File: src/rtl/eth_txerr_pkg.sv
package eth_txerr_pkg;
  typedef enum logic [1:0] {
    ST_RUN  = 2'd0,
    ST_TAIL = 2'd1,
    ST_HALT = 2'd2
  } txe_state_t;

  typedef struct packed {
    logic un;
    logic rl;
    logic lc;
    logic csl;
  } txe_flags_t;
endpackage

File: src/rtl/eth_txerr_classify.sv
module eth_txerr_classify #(
  parameter int OFF_W = 8
) (
  input  logic             en,
  input  logic             fifo_underrun,
  input  logic             crs_lost,
  input  logic             retry_exh,
  input  logic             col_det,
  input  logic [OFF_W-1:0] col_offset,
  input  logic [OFF_W-1:0] late_win,
  output eth_txerr_pkg::txe_flags_t hit,
  output logic             abort
);
  logic late_col;

  always_comb begin
    late_col = col_det && (col_offset >= late_win);
    hit      = '0;
    if (en) begin
      if (fifo_underrun)          hit.un  = 1'b1;
      else if (retry_exh)         hit.rl  = 1'b1;
      else if (late_col)          hit.lc  = 1'b1;
      else if (crs_lost && !col_det) hit.csl = 1'b1;
    end
    abort = hit.un || hit.rl || hit.lc;
  end
endmodule

File: src/rtl/eth_txerr_tail.sv
module eth_txerr_tail #(
  parameter int CRC_W = 32,
  parameter int NIB_W = 4
) (
  input  logic             clk,
  input  logic             rst_n,
  input  logic             load,
  input  logic [CRC_W-1:0] crc,
  output logic             valid,
  input  logic             ready,
  output logic [NIB_W-1:0] data,
  output logic             done
);
  localparam int BEATS = CRC_W / NIB_W;
  localparam int CNT_W = (BEATS > 1) ? $clog2(BEATS) : 1;

  logic [CRC_W-1:0] sh;
  logic [CNT_W-1:0] cnt;
  logic             last;

  assign last = (cnt == CNT_W'(BEATS - 1));
  assign data = sh[NIB_W-1:0];
  assign done = valid && ready && last;

  always_ff @(posedge clk) begin
    if (!rst_n) begin
      sh    <= '0;
      cnt   <= '0;
      valid <= 1'b0;
    end else if (load) begin
      sh    <= ~crc;
      cnt   <= '0;
      valid <= 1'b1;
    end else if (valid && ready) begin
      if (last) begin
        valid <= 1'b0;
      end else begin
        sh  <= sh >> NIB_W;
        cnt <= cnt + 1'b1;
      end
    end
  end
endmodule

File: src/rtl/eth_txerr_top.sv
module eth_txerr_top #(
  parameter int OFF_W = 8,
  parameter int CRC_W = 32,
  parameter int NIB_W = 4
) (
  input  logic             clk,
  input  logic             rst_n,
  input  logic [OFF_W-1:0] late_win,
  input  logic             frame_active,
  input  logic             frame_start,
  input  logic             fifo_underrun,
  input  logic             crs_lost,
  input  logic             retry_exh,
  input  logic             col_det,
  input  logic [OFF_W-1:0] col_offset,
  input  logic [CRC_W-1:0] crc_in,
  input  logic             restart_cmd,
  input  logic             event_clr,
  output logic             tail_valid,
  input  logic             tail_ready,
  output logic [NIB_W-1:0] tail_data,
  output logic             buf_close,
  output logic [3:0]       tx_status,
  output logic             tx_event,
  output logic             tx_halted
);
  import eth_txerr_pkg::*;

  txe_state_t state;
  txe_flags_t hit, st;
  logic       abort, running, tail_done;

  assign running = (state == ST_RUN);

  eth_txerr_classify #(.OFF_W(OFF_W)) u_cls (
    .en            (running && frame_active),
    .fifo_underrun (fifo_underrun),
    .crs_lost      (crs_lost),
    .retry_exh     (retry_exh),
    .col_det       (col_det),
    .col_offset    (col_offset),
    .late_win      (late_win),
    .hit           (hit),
    .abort         (abort)
  );

  eth_txerr_tail #(.CRC_W(CRC_W), .NIB_W(NIB_W)) u_tail (
    .clk   (clk),
    .rst_n (rst_n),
    .load  (hit.un),
    .crc   (crc_in),
    .valid (tail_valid),
    .ready (tail_ready),
    .data  (tail_data),
    .done  (tail_done)
  );

  always_ff @(posedge clk) begin
    if (!rst_n) begin
      state     <= ST_RUN;
      st        <= '0;
      tx_event  <= 1'b0;
      buf_close <= 1'b0;
    end else begin
      buf_close <= 1'b0;
      if (abort || hit.csl)  tx_event <= 1'b1;
      else if (event_clr)    tx_event <= 1'b0;
      case (state)
        ST_RUN: begin
          st <= (frame_start ? '0 : st) | hit;
          if (hit.un) begin
            state <= ST_TAIL;
          end else if (abort) begin
            state     <= ST_HALT;
            buf_close <= 1'b1;
          end
        end
        ST_TAIL: begin
          if (tail_done) begin
            state     <= ST_HALT;
            buf_close <= 1'b1;
          end
        end
        default: begin
          if (restart_cmd) state <= ST_RUN;
        end
      endcase
    end
  end

  assign tx_status = st;
  assign tx_halted = !running;
endmodule

File: config.mk
export PLATFORM = sky130hd
export DESIGN_NAME = eth_txerr_top
export DESIGN_NICKNAME = d
export VERILOG_FILES = /design/src/rtl/eth_txerr_pkg.sv /design/src/rtl/eth_txerr_classify.sv /design/src/rtl/eth_txerr_tail.sv /design/src/rtl/eth_txerr_top.sv
export SDC_FILE = /design/constraint.sdc
export NUM_CORES = 1
export LEC_CHECK = 0
export BUFFER_PORTS_ARGS = -buffer_cell sky130_fd_sc_hd__buf_2
export CORE_UTILIZATION = 51
export CTS_BUF_LIST = sky130_fd_sc_hd__clkbuf_8
export DETAILED_ROUTE_END_ITERATION = 10
export GPL_TIMING_DRIVEN = 0
export PLACE_DENSITY = 0.79
export SETUP_SLACK_MARGIN = 0.05
export SLEW_MARGIN = 15
export SYNTH_ARGS = -nofsm -noshare
export SYNTH_HDL_FRONTEND = slang
export SYNTH_SLANG_ARGS = --single-unit
File: constraint.sdc
create_clock -name clk -period 2.5 [get_ports clk]
set_input_delay 0.5 -clock clk [delete_from_list [all_inputs] [get_ports clk]]
set_output_delay 0.5 -clock clk [all_outputs]
set_load 0.005 [all_outputs]
==> run summary, run 1 <==
status: finished clean
fmax: 474.8 MHz
total track usage: 0.2174
setup violators final: 0
Worst Tran Pin Value: 0.7011 ns
die area: 4862 sq um
setup TNS: 0 ns
gpl congestion: 0.7502
H-tree depth: 2
number of global-route vias before repair: 1907
critical path required time: 2.65 ns
slowest library cell on the worst path: nand3b_1
average vias per placed instance: 5.393
Seq pwr share: 0.508
worst min-delay path category: in -> reg
max_cap viols: 0
pin count of the biggest net entering global routing: 13
most common cell after layout, fill and taps aside: buf_2
RSZ-0062 raised after global routing: no
antenna diode instance count: 0
final hold vios: 0
Syn Area/Cell: 9.872 sq um
row cnt: 24
area of the multi-input gates: 1282 sq um
Slew Viols, Final: 0
clock period minus worst slack: 2.106 ns
CP endpoint kind: flip-flop
CP cell instances: ha_1, ha_1, nand3b_1, buf_2, mux2_1, nor2_1, a211oi_2
total grt overflow: 0
Post-Route WL: 5051 microns
Core Box Area: 4384 sq um
first-pass GRT wire length: 8597 microns
setup bufs post-CTS: 0
Crit path top cell by count: ha_1
Synth Cell Area: 2340 sq um
area leader, netlist: dfxtp_1
Slew HR: 0.5326
FILL cells: 373
Ys Warns: 0
# DRC: 0
WL per Instance: 13.80 microns
Final Hold Slack: 0.3840 ns
Max Root-Sink Buffers: 2
Synth area leaders: dfxtp_1 38%, a211oi_2 15%, mux2_2 10%, nor2_1 7.2%, ha_1 5.3%
switching power: 0.4329 mW
total CTS buffers: 5
Crit path largest cell delay: 0.39 ns
Combinational Power Share: 0.225
HPWL Detailed: 3728 microns
power density over cell area: 546.6 nW/um^2
Yosys top cell area share: 0.3765
CTS clock-pin slew for the worst setup and hold paths: 0.08 ns
Synth cell types: 32
Post-CTS Hold Fix Bufs: 0
post-route ant nets: 0
CTS tree: built
port buffer count: 70
commonest cells after routing, fill and taps aside: 73 x buf_2, 45 x nor2_1, 44 x dfxtp_1
routed vias: 1974
total I/O pin count: 71
sw frac: 0.2796
Max Clock Skew: 0.007756 ns
CTS Sinks: 44
Starting Density: 0.5337
Die Width: 69.73 microns
fin crit share: 0.8425
cell count after synthesis: 237
DRC marker count from the first detailed-route iteration: 109
startpoint types: flip-flop
clk root buf: clkbuf_8
CP max FO: 10
net count after synthesis: 306
Placed Instances: 359
Leakage: 1.292 nW
crit path kind: reg -> reg
die height: 69.73 microns
Pint: 1.116 mW
Worst Path Arrival: 2.26 ns
flip-flop and latch area: 880.8 sq um
Area Growth Syn to Fin: 21.07%
initial antenna violation count: 0
#FFs+latches synth: 44
sequential share of the synthesized area: 0.3765
clk_lat worst skew: 0.29 ns
Finished Layout Cells: 366
DRT Pass-1 Iters: 4
post-cts gate resize count: 0
Clk pwr share: 0.267
layout cells sized above 1: 0.4459
nets: 383
worst vdd rail ir drop: 0.3412 mV
[registers in the layout, indices dropped and copies added (netlist names)]
name,count
u_tail.sh,32
state,2
buf_close,1
tx_status,4
u_tail.valid,1
u_tail.cnt,3
tx_event,1
[critical path: cells and delay by family, from the launching register on]
family,cells,cell delay (ns)
AOI/OAI and AO/OA,1,0.05
adders and majority gates,2,0.40
buffers and inverters,1,0.33
DFF,1,0.33
muxes,1,0.34
and+or+nand+nor,2,0.51
[metrics by stage]
stage          power (mW)  cell area [sq um]  worst slack, ns    util
2_1_floorplan       1.034               2340           0.6861       -
3_3_place_gp        1.138               2755           0.4175  0.6284
3_5_place_dp        1.149               2755           0.4015  0.6284
4_1_cts             1.562               2833           0.3883  0.6461
5_1_grt             1.630               2833           0.2328  0.6461
6_report            1.548               2833           0.3939  0.6461
[power by group through the flow]
stage / combinational, mW / sequential, mW / clock [mW]
global route: 0.386 / 0.793 / 0.450
floorplan: 0.241 / 0.793 / 0
CTS: 0.350 / 0.787 / 0.425
global placement: 0.337 / 0.801 / 0
finish: 0.348 / 0.787 / 0.413
detailed placement: 0.346 / 0.803 / 0
[synth_stat cells (all sizes together)]
library cell	number
nand4b	1
nand4	2
mux2i	2
a31oi	5
o21ai	3
buf	14
and2	1
ha	10
nand3	2
and3	1
o21a	1
nand2b	1
nor3	1
a211oi	30
nor3b	1
dfxtp	44
nand2	9
o211ai	4
inv	12
a21o	2
nand3b	2
a41oi	1
xor2	1
a21oi	8
a32oi	1
clkbuf	5
mux2	28
nor2	45
[cell type report]
cell class,count,area share
buffer,19,0.04638
clock buffer,5,0.02429
clock inverter,2,0.003092
inverter,12,0.01590
multi-input combinational,162,0.4527
sequential,44,0.3110
tap,52,0.02297
timing repair buffer,70,0.1237
[layer usage]
metal / part of all wire / GRT usage
met1: 0.46 / 0.2766
met2: 0.49 / 0.3754
met3: 0.041 / 0.04360
met4: 0.013 / 0.05778
met5: 0 / 0
[kinds of logic after synthesis]
| kind of cell | count (synthesis) | synth area share |
|---|---|---|
| AOI/OAI and AO/OA | 55 | 0.2230 |
| xor gates and xnor gates | 1 | 0.003744 |
| adders and majority gates | 10 | 0.05348 |
| buffers and inverters | 31 | 0.07540 |
| DFF | 44 | 0.3765 |
| muxes | 30 | 0.1433 |
| and+or+nand+nor | 66 | 0.1246 |
[path summary, 6_finish.rpt]
kind | slack, ns | depth (start not counted) | from | endpoint
setup / recovery | 0.39 | 7 | u_tail.cnt[0] | u_tail.sh[15]
hold / removal | 0.38 | 2 | crc_in[16] | u_tail.sh[16]
setup reg to reg | 0.39 | 7 | u_tail.cnt[0] | u_tail.sh[15]
hold reg to reg | 0.46 | 2 | tx_status[0] | tx_status[0]
No activity file was read; power rests on OpenSTA's default activity.
==> run 2: changes to the inputs <==
--- a/config.mk
+++ b/config.mk
@@ -6,11 +6,11 @@
 export NUM_CORES = 1
 export LEC_CHECK = 0
 export BUFFER_PORTS_ARGS = -buffer_cell sky130_fd_sc_hd__buf_2
-export CORE_UTILIZATION = 51
+export CORE_UTILIZATION = 48
 export CTS_BUF_LIST = sky130_fd_sc_hd__clkbuf_8
 export DETAILED_ROUTE_END_ITERATION = 10
 export GPL_TIMING_DRIVEN = 0
-export PLACE_DENSITY = 0.79
+export PLACE_DENSITY = 0.78
 export SETUP_SLACK_MARGIN = 0.05
 export SLEW_MARGIN = 15
 export SYNTH_ARGS = -nofsm -noshare
==> constraint.sdc (replaced) <==
create_clock -name clk -period 1.85 [get_ports clk]
set_input_delay 0.37 -clock clk [delete_from_list [all_inputs] [get_ports clk]]
set_output_delay 0.37 -clock clk [all_outputs]
set_load 0.005 [all_outputs]
==> run summary, run 2 (synthesis gave the netlist of run 1 again) <==
commonest cells after routing, fill and taps aside: 70 x buf_2, 42 x dfxtp_1, 28 x a211oi_2
final hold vios: 0 (unchanged)
clk_lat worst skew: 0.30 ns (about the same)
CP cell instances: ha_4, ha_4, nand3b_1, buf_6, buf_8, mux2_1, nor2_2, a211oi_2
routed vias: 2031 (+2.9%)
RSZ-0062 raised after global routing: yes
antenna diode instance count: 0 (unchanged)
setup violators final: 0 (unchanged)
Worst Tran Pin Value: 0.7100 ns (+0.008843 ns)
Slew HR: 0.5267 (-0.005895)
power density over cell area: 837.0 nW/um^2 (+53%)
CTS clock-pin slew for the worst setup and hold paths: 0.09 ns (about the same)
clock period minus worst slack: 1.760 ns (-0.3460 ns)
row cnt: 25 (+4.2%)
Worst Hold Depth: 2 (unchanged)
Die Width: 71.82 microns (+3.0%)
DRT Pass-1 Iters: 4 (unchanged)
worst r2r path cells: 8 (+1)
port buffer count: 70 (unchanged)
max FFs per register: 32 (unchanged)
clk root buf: clkbuf_8
Starting Density: 0.4987 (-0.03501)
post-route ant nets: 0 (unchanged)
# DRC: 0 (unchanged)
total CTS buffers: 5 (unchanged)
Hold Path End: u_tail.sh[16]
fmax: 568.1 MHz (+20%)
r2r endpoint: u_tail.sh[14]
worst vdd rail ir drop: 0.5692 mV (+67%)
Area Growth Syn to Fin: 34.12%
total grt overflow: 0 (unchanged)
Worst Setup SP: u_tail.cnt[1]
area of the multi-input gates: 1393 sq um (+8.6%)
reg2reg start: u_tail.cnt[1]
slowest library cell on the worst path: dfxtp_2
fin crit share: 0.9514 (+0.1090)
Final Hold Slack: 0.2347 ns (-0.1493 ns)
min-delay src: crc_in[16]
status: finished clean
most common cell after layout, fill and taps aside: buf_2
die height: 71.82 microns (+3.0%)
Worst Path Arrival: 1.93 ns (-0.33 ns)
average vias per placed instance: 5.416 (+0.42%)
setup slack, reg-to-reg: 0.09 ns (-0.30 ns)
number of global-route vias before repair: 1994 (+4.6%)
layout cells sized above 1: 0.5514 (+0.1055)
crit path kind: reg -> reg
Crit path top cell by count: ha_4
DRC marker count from the first detailed-route iteration: 80 (-27%)
Crit path largest cell delay: 0.34 ns (-0.05 ns)
gpl congestion: 0.7850 (+4.6%)
Max Root-Sink Buffers: 2 (unchanged)
total track usage: 0.2211 (+0.003634)
Place WS: -0.2169 ns (-0.6184 ns)
Core Box Area: 4692 sq um (+7.0%)
first-pass GRT wire length: 8949 microns (+4.1%)
total power: 2.627 mW (+70%)
critical path required time: 2.02 ns (-0.63 ns)
Post-Route WL: 5692 microns (+13%)
FILL cells: 373 (unchanged)
pin count of the biggest net entering global routing: 15 (+2)
CP endpoint kind: flip-flop
Final Util: 0.6688 (+0.02268)
design area: 3138 sq um (+11%)
total I/O pin count: 71 (unchanged)
Leakage: 1.416 nW (+9.6%)
CTS tree: built
WL per Instance: 15.18 microns (+10%)
max_cap viols: 0 (unchanged)
largest reg by FF count: u_tail.sh
CP max FO: 6 (-4)
HPWL Detailed: 3901 microns (+4.6%)
worst min-delay path category: in -> reg
startpoint types: flip-flop
Max Clock Skew: 0.01110 ns (+0.003342 ns)
die area: 5157 sq um (+6.1%)
initial antenna violation count: 0 (unchanged)
flip-flop and latch area: 883.3 sq um (+0.28%)
Slew Viols, Final: 0 (unchanged)
DP Area: 2763 sq um (+0.27%)
final setup margin: 0.08985 ns (-0.3040 ns)
H-tree depth: 2 (unchanged)
CTS Sinks: 44 (unchanged)
nets: 389 (+1.6%)
run 2: changes by cell type in the layout (fill, tap and decap cells not counted), sizes merged:
cell,change
buf,+5
bufinv,+3
clkbuf,+1
clkinv,-1
inv,-1
run 2: final cells by class:
type / count / share of cell area
plain buffers: 19 / 0.05303
flip-flops and latches: 44 / 0.2815
clock inverters: 3 / 0.02871
multi-input cells: 162 / 0.4438
inverters: 12 / 0.01435
repair buffers: 76 / 0.1352
clock buffers: 5 / 0.02193
well taps: 54 / 0.02153
run 2: layer usage:
layer  part of all wire  track usage  up-vias
met1               0.43       0.2680      970
met4              0.013      0.06318        0
met2               0.52       0.4004       41
li1                   -            -     1010
met3              0.028      0.03797       10
met5                  0            0        -
run 2: per-stage QoR:
stage	instances	TNS (ns)
after floorplan	237	0
after global placement	361	-4.022
after detailed placement	361	-4.029
after CTS	372	0
after global routing	375	0
final	375	0
run 2: how the worst max path moves through the flow:
stage,endpoint,slack [ns],cells after the start
after detailed placement,u_tail.sh[0],-0.22,7
after floorplan,u_tail.sh[13],0.04,7
after CTS,u_tail.sh[15],0.06,8
after global routing,u_tail.sh[17],0.03,8
final,u_tail.sh[14],0.09,8
after global placement,u_tail.sh[0],-0.21,7
run 2: what timing repair did:
| action | 4_1_cts | 5_1_grt |
|---|---|---|
| hold buffers | 0 | 0 |
| endpoints found under the setup margin | 30 | 28 |
| gates cloned | 1 | 1 |
| gates resized for setup | 8 | 39 |
| setup buffers | 2 | 2 |
| pin swaps | 1 | 11 |
run 2: worst max-delay path: cells and delay by family (launching register included):
family,cells,cell delay [ns]
flops,1,0.34
compound gates,1,0.05
buf+inv,2,0.30
mux,1,0.33
simple gates,2,0.29
fa+ha+maj,2,0.31
run 2: power breakdown:
group          internal (mW)  leakage [nW]  switching, mW
sequential              1.02         0.362         0.0481
clock                  0.675        0.0784          0.341
combinational          0.279         0.976          0.263
==> run 3: changes to the inputs <==
--- a/config.mk
+++ b/config.mk
@@ -6,11 +6,11 @@
 export NUM_CORES = 1
 export LEC_CHECK = 0
 export BUFFER_PORTS_ARGS = -buffer_cell sky130_fd_sc_hd__buf_2
-export CORE_UTILIZATION = 48
+export CORE_UTILIZATION = 51
 export CTS_BUF_LIST = sky130_fd_sc_hd__clkbuf_8
 export DETAILED_ROUTE_END_ITERATION = 10
 export GPL_TIMING_DRIVEN = 0
-export PLACE_DENSITY = 0.78
+export PLACE_DENSITY = 0.79
 export SETUP_SLACK_MARGIN = 0.05
 export SLEW_MARGIN = 15
 export SYNTH_ARGS = -nofsm -noshare
==> constraint.sdc (replaced) <==
create_clock -name clk -period 1.9 [get_ports clk]
set_input_delay 0.38 -clock clk [delete_from_list [all_inputs] [get_ports clk]]
set_output_delay 0.38 -clock clk [all_outputs]
set_load 0.005 [all_outputs]
==> run summary, run 3 (synthesis gave the netlist of run 1 again) <==
worst r2r path cells: 8 (unchanged)
power density over cell area: 710.7 nW/um^2 (-15%)
WP buf/inv: 2 (unchanged)
Finished Layout Cells: 368 (-1.9%)
Post-Route WL: 5099 microns (-10%)
fin crit share: 0.9440 (-0.007479)
critical path required time: 2.05 ns (+0.03 ns)
status: finished clean
worst vdd rail ir drop: 0.4562 mV (-20%)
row cnt: 24 (-4.0%)
nets: 385 (-1.0%)
flip-flop and latch area: 882.1 sq um (-0.14%)
setup TNS: 0 ns (unchanged)
Core Box Area: 4384 sq um (-6.6%)
setup violators final: 0 (unchanged)
r2r endpoint: u_tail.sh[13]
DRT Pass-1 Iters: 4 (unchanged)
fmax: 557.6 MHz (-1.9%)
Max Root-Sink Buffers: 2 (unchanged)
most common cell after layout, fill and taps aside: buf_2
grt peak-use layer: met2
CP cell instances: ha_1, ha_2, nand3b_1, buf_4, buf_8, mux2_1, nor2_1, a211oi_2
GRT met2 Usage: 0.3754 (-0.02501)
average vias per placed instance: 5.378 (-0.71%)
total I/O pin count: 71 (unchanged)
met1 Track Usage GR: 0.2775 (+0.009458)
CP max FO: 10 (+4)
RSZ-0062 raised after global routing: yes
H-tree depth: 2 (unchanged)
die area: 4862 sq um (-5.7%)
commonest cells after routing, fill and taps aside: 70 x buf_2, 43 x dfxtp_1, 34 x nor2_1
Worst Hold Depth: 2 (unchanged)
max_cap viols: 0 (unchanged)
die height: 69.73 microns (-2.9%)
Starting Density: 0.5337 (+0.03501)
Leakage: 1.318 nW (-6.9%)
largest reg by FF count: u_tail.sh
total grt overflow: 0 (unchanged)
setup slack, reg-to-reg: 0.11 ns (+0.02 ns)
total CTS buffers: 5 (unchanged)
pin count of the biggest net entering global routing: 13 (-2)
final setup margin: 0.1065 ns (+0.01664 ns)
worst min-delay path category: in -> reg
CTS clock-pin slew for the worst setup and hold paths: 0.08 ns (about the same)
total track usage: 0.2177 (-0.003326)
CTS tree: built
Worst Tran Pin Value: 0.6973 ns (-0.01266 ns)
antenna diode instance count: 0 (unchanged)
# DRC: 0 (unchanged)
min-delay src: crc_in[2]
total power: 2.067 mW (-21%)
crit path kind: reg -> reg
CP endpoint kind: flip-flop
routed vias: 1979 (-2.6%)
Area Growth Syn to Fin: 24.33%
final hold vios: 0 (unchanged)
Slew HR: 0.5351 (+0.008443)
Worst Path Arrival: 1.95 ns (+0.02 ns)
critical path's top delay family: adder cells
Hold Path End: u_tail.sh[2]
clock period minus worst slack: 1.794 ns (+0.03336 ns)
max FFs per register: 32 (unchanged)
Max Clock Skew: 0.006727 ns (-0.004371 ns)
Die Width: 69.73 microns (-2.9%)
grt met3 use: 0.04360 (+0.005630)
clk_lat worst skew: 0.29 ns (about the same)
WL per Instance: 13.86 microns (-8.7%)
Final Hold Slack: 0.2602 ns (+0.02555 ns)
Placed Instances: 359 (-0.55%)
clk root buf: clkbuf_8
initial antenna violation count: 0 (unchanged)
startpoint types: flip-flop
layout cells sized above 1: 0.4937 (-0.05773)
slowest library cell on the worst path: dfxtp_2
first-pass GRT wire length: 8590 microns (-4.0%)
Slew Viols, Final: 0 (unchanged)
port buffer count: 70 (unchanged)
HPWL Detailed: 3728 microns (-4.4%)
Place WS: -0.1985 ns (+0.01835 ns)
post-route ant nets: 0 (unchanged)
DRC marker count from the first detailed-route iteration: 115 (+44%)
Crit path largest cell delay: 0.33 ns (about the same)
area of the multi-input gates: 1313 sq um (-5.8%)
number of global-route vias before repair: 1899 (-4.8%)
reg2reg start: u_tail.cnt[0]
FILL cells: 364 (-2.4%)
gpl congestion: 0.7502 (-4.4%)
CTS Sinks: 44 (unchanged)
-- run 3: changes by cell type in the layout (fill, tap and decap cells not counted), sizes merged --
| cell | change |
|---|---|
| inv | +1 |
| buf | -3 |
| clkinv | +1 |
| bufinv | -3 |
| clkbuf | -1 |
-- run 3: cell type report --
| type | instances | area share |
|---|---|---|
| clock inverters | 2 | 0.003011 |
| inverters | 12 | 0.01548 |
| repair buffers | 72 | 0.1269 |
| well taps | 52 | 0.02237 |
| flip-flops and latches | 44 | 0.3032 |
| clock buffers | 5 | 0.02366 |
| plain buffers | 19 | 0.05419 |
| multi-input cells | 162 | 0.4512 |
-- run 3: power breakdown --
part | internal [mW] | switching, mW | leakage (nW)
combinational | 0.245 | 0.238 | 0.912
clock | 0.245 | 0.303 | 0.0452
sequential | 0.993 | 0.0436 | 0.361
-- run 3: worst register-to-register path, cell delays in order (launching register included) --
cell and delay [ns]:
dfxtp_2 0.33, ha_1 0.20, ha_2 0.18, nand3b_1 0.15, buf_4 0.17, buf_8 0.15, mux2_1 0.31, nor2_1 0.12
a211oi_2 0.06
-- run 3: how the worst max path moves through the flow --
stage	end	slack, ns	start	depth (start not counted)
floorplan	u_tail.sh[13]	0.09	u_tail.cnt[0]	7
global placement	u_tail.sh[0]	-0.18	u_tail.cnt[0]	7
detailed placement	u_tail.sh[2]	-0.20	u_tail.cnt[0]	7
CTS	u_tail.sh[2]	0.08	u_tail.cnt[0]	8
global route	u_tail.sh[16]	0.04	u_tail.cnt[0]	8
finish	u_tail.sh[13]	0.11	u_tail.cnt[0]	8
-- run 3: what timing repair did --
item	4_1_cts	5_1_grt
hold buffers	0	0
buffers inserted	2	0
setup endpoints to repair	24	22
endpoints found under the hold margin	0	0
gates resized for setup	7	16
-- run 3: per-stage QoR --
step	instance area (sq um)	utilization
floorplan	2340	-
detailed placement	2755	0.6284
CTS	2870	0.6547
global route	2909	0.6635
finish	2909	0.6635
global placement	2755	0.6284
-- run 3: per-layer routing --
metal | routed length, microns | share of wire
met3 | 191 | 0.037
met1 | 2316 | 0.45
met5 | 0 | 0
met4 | 66 | 0.013
met2 | 2524 | 0.49
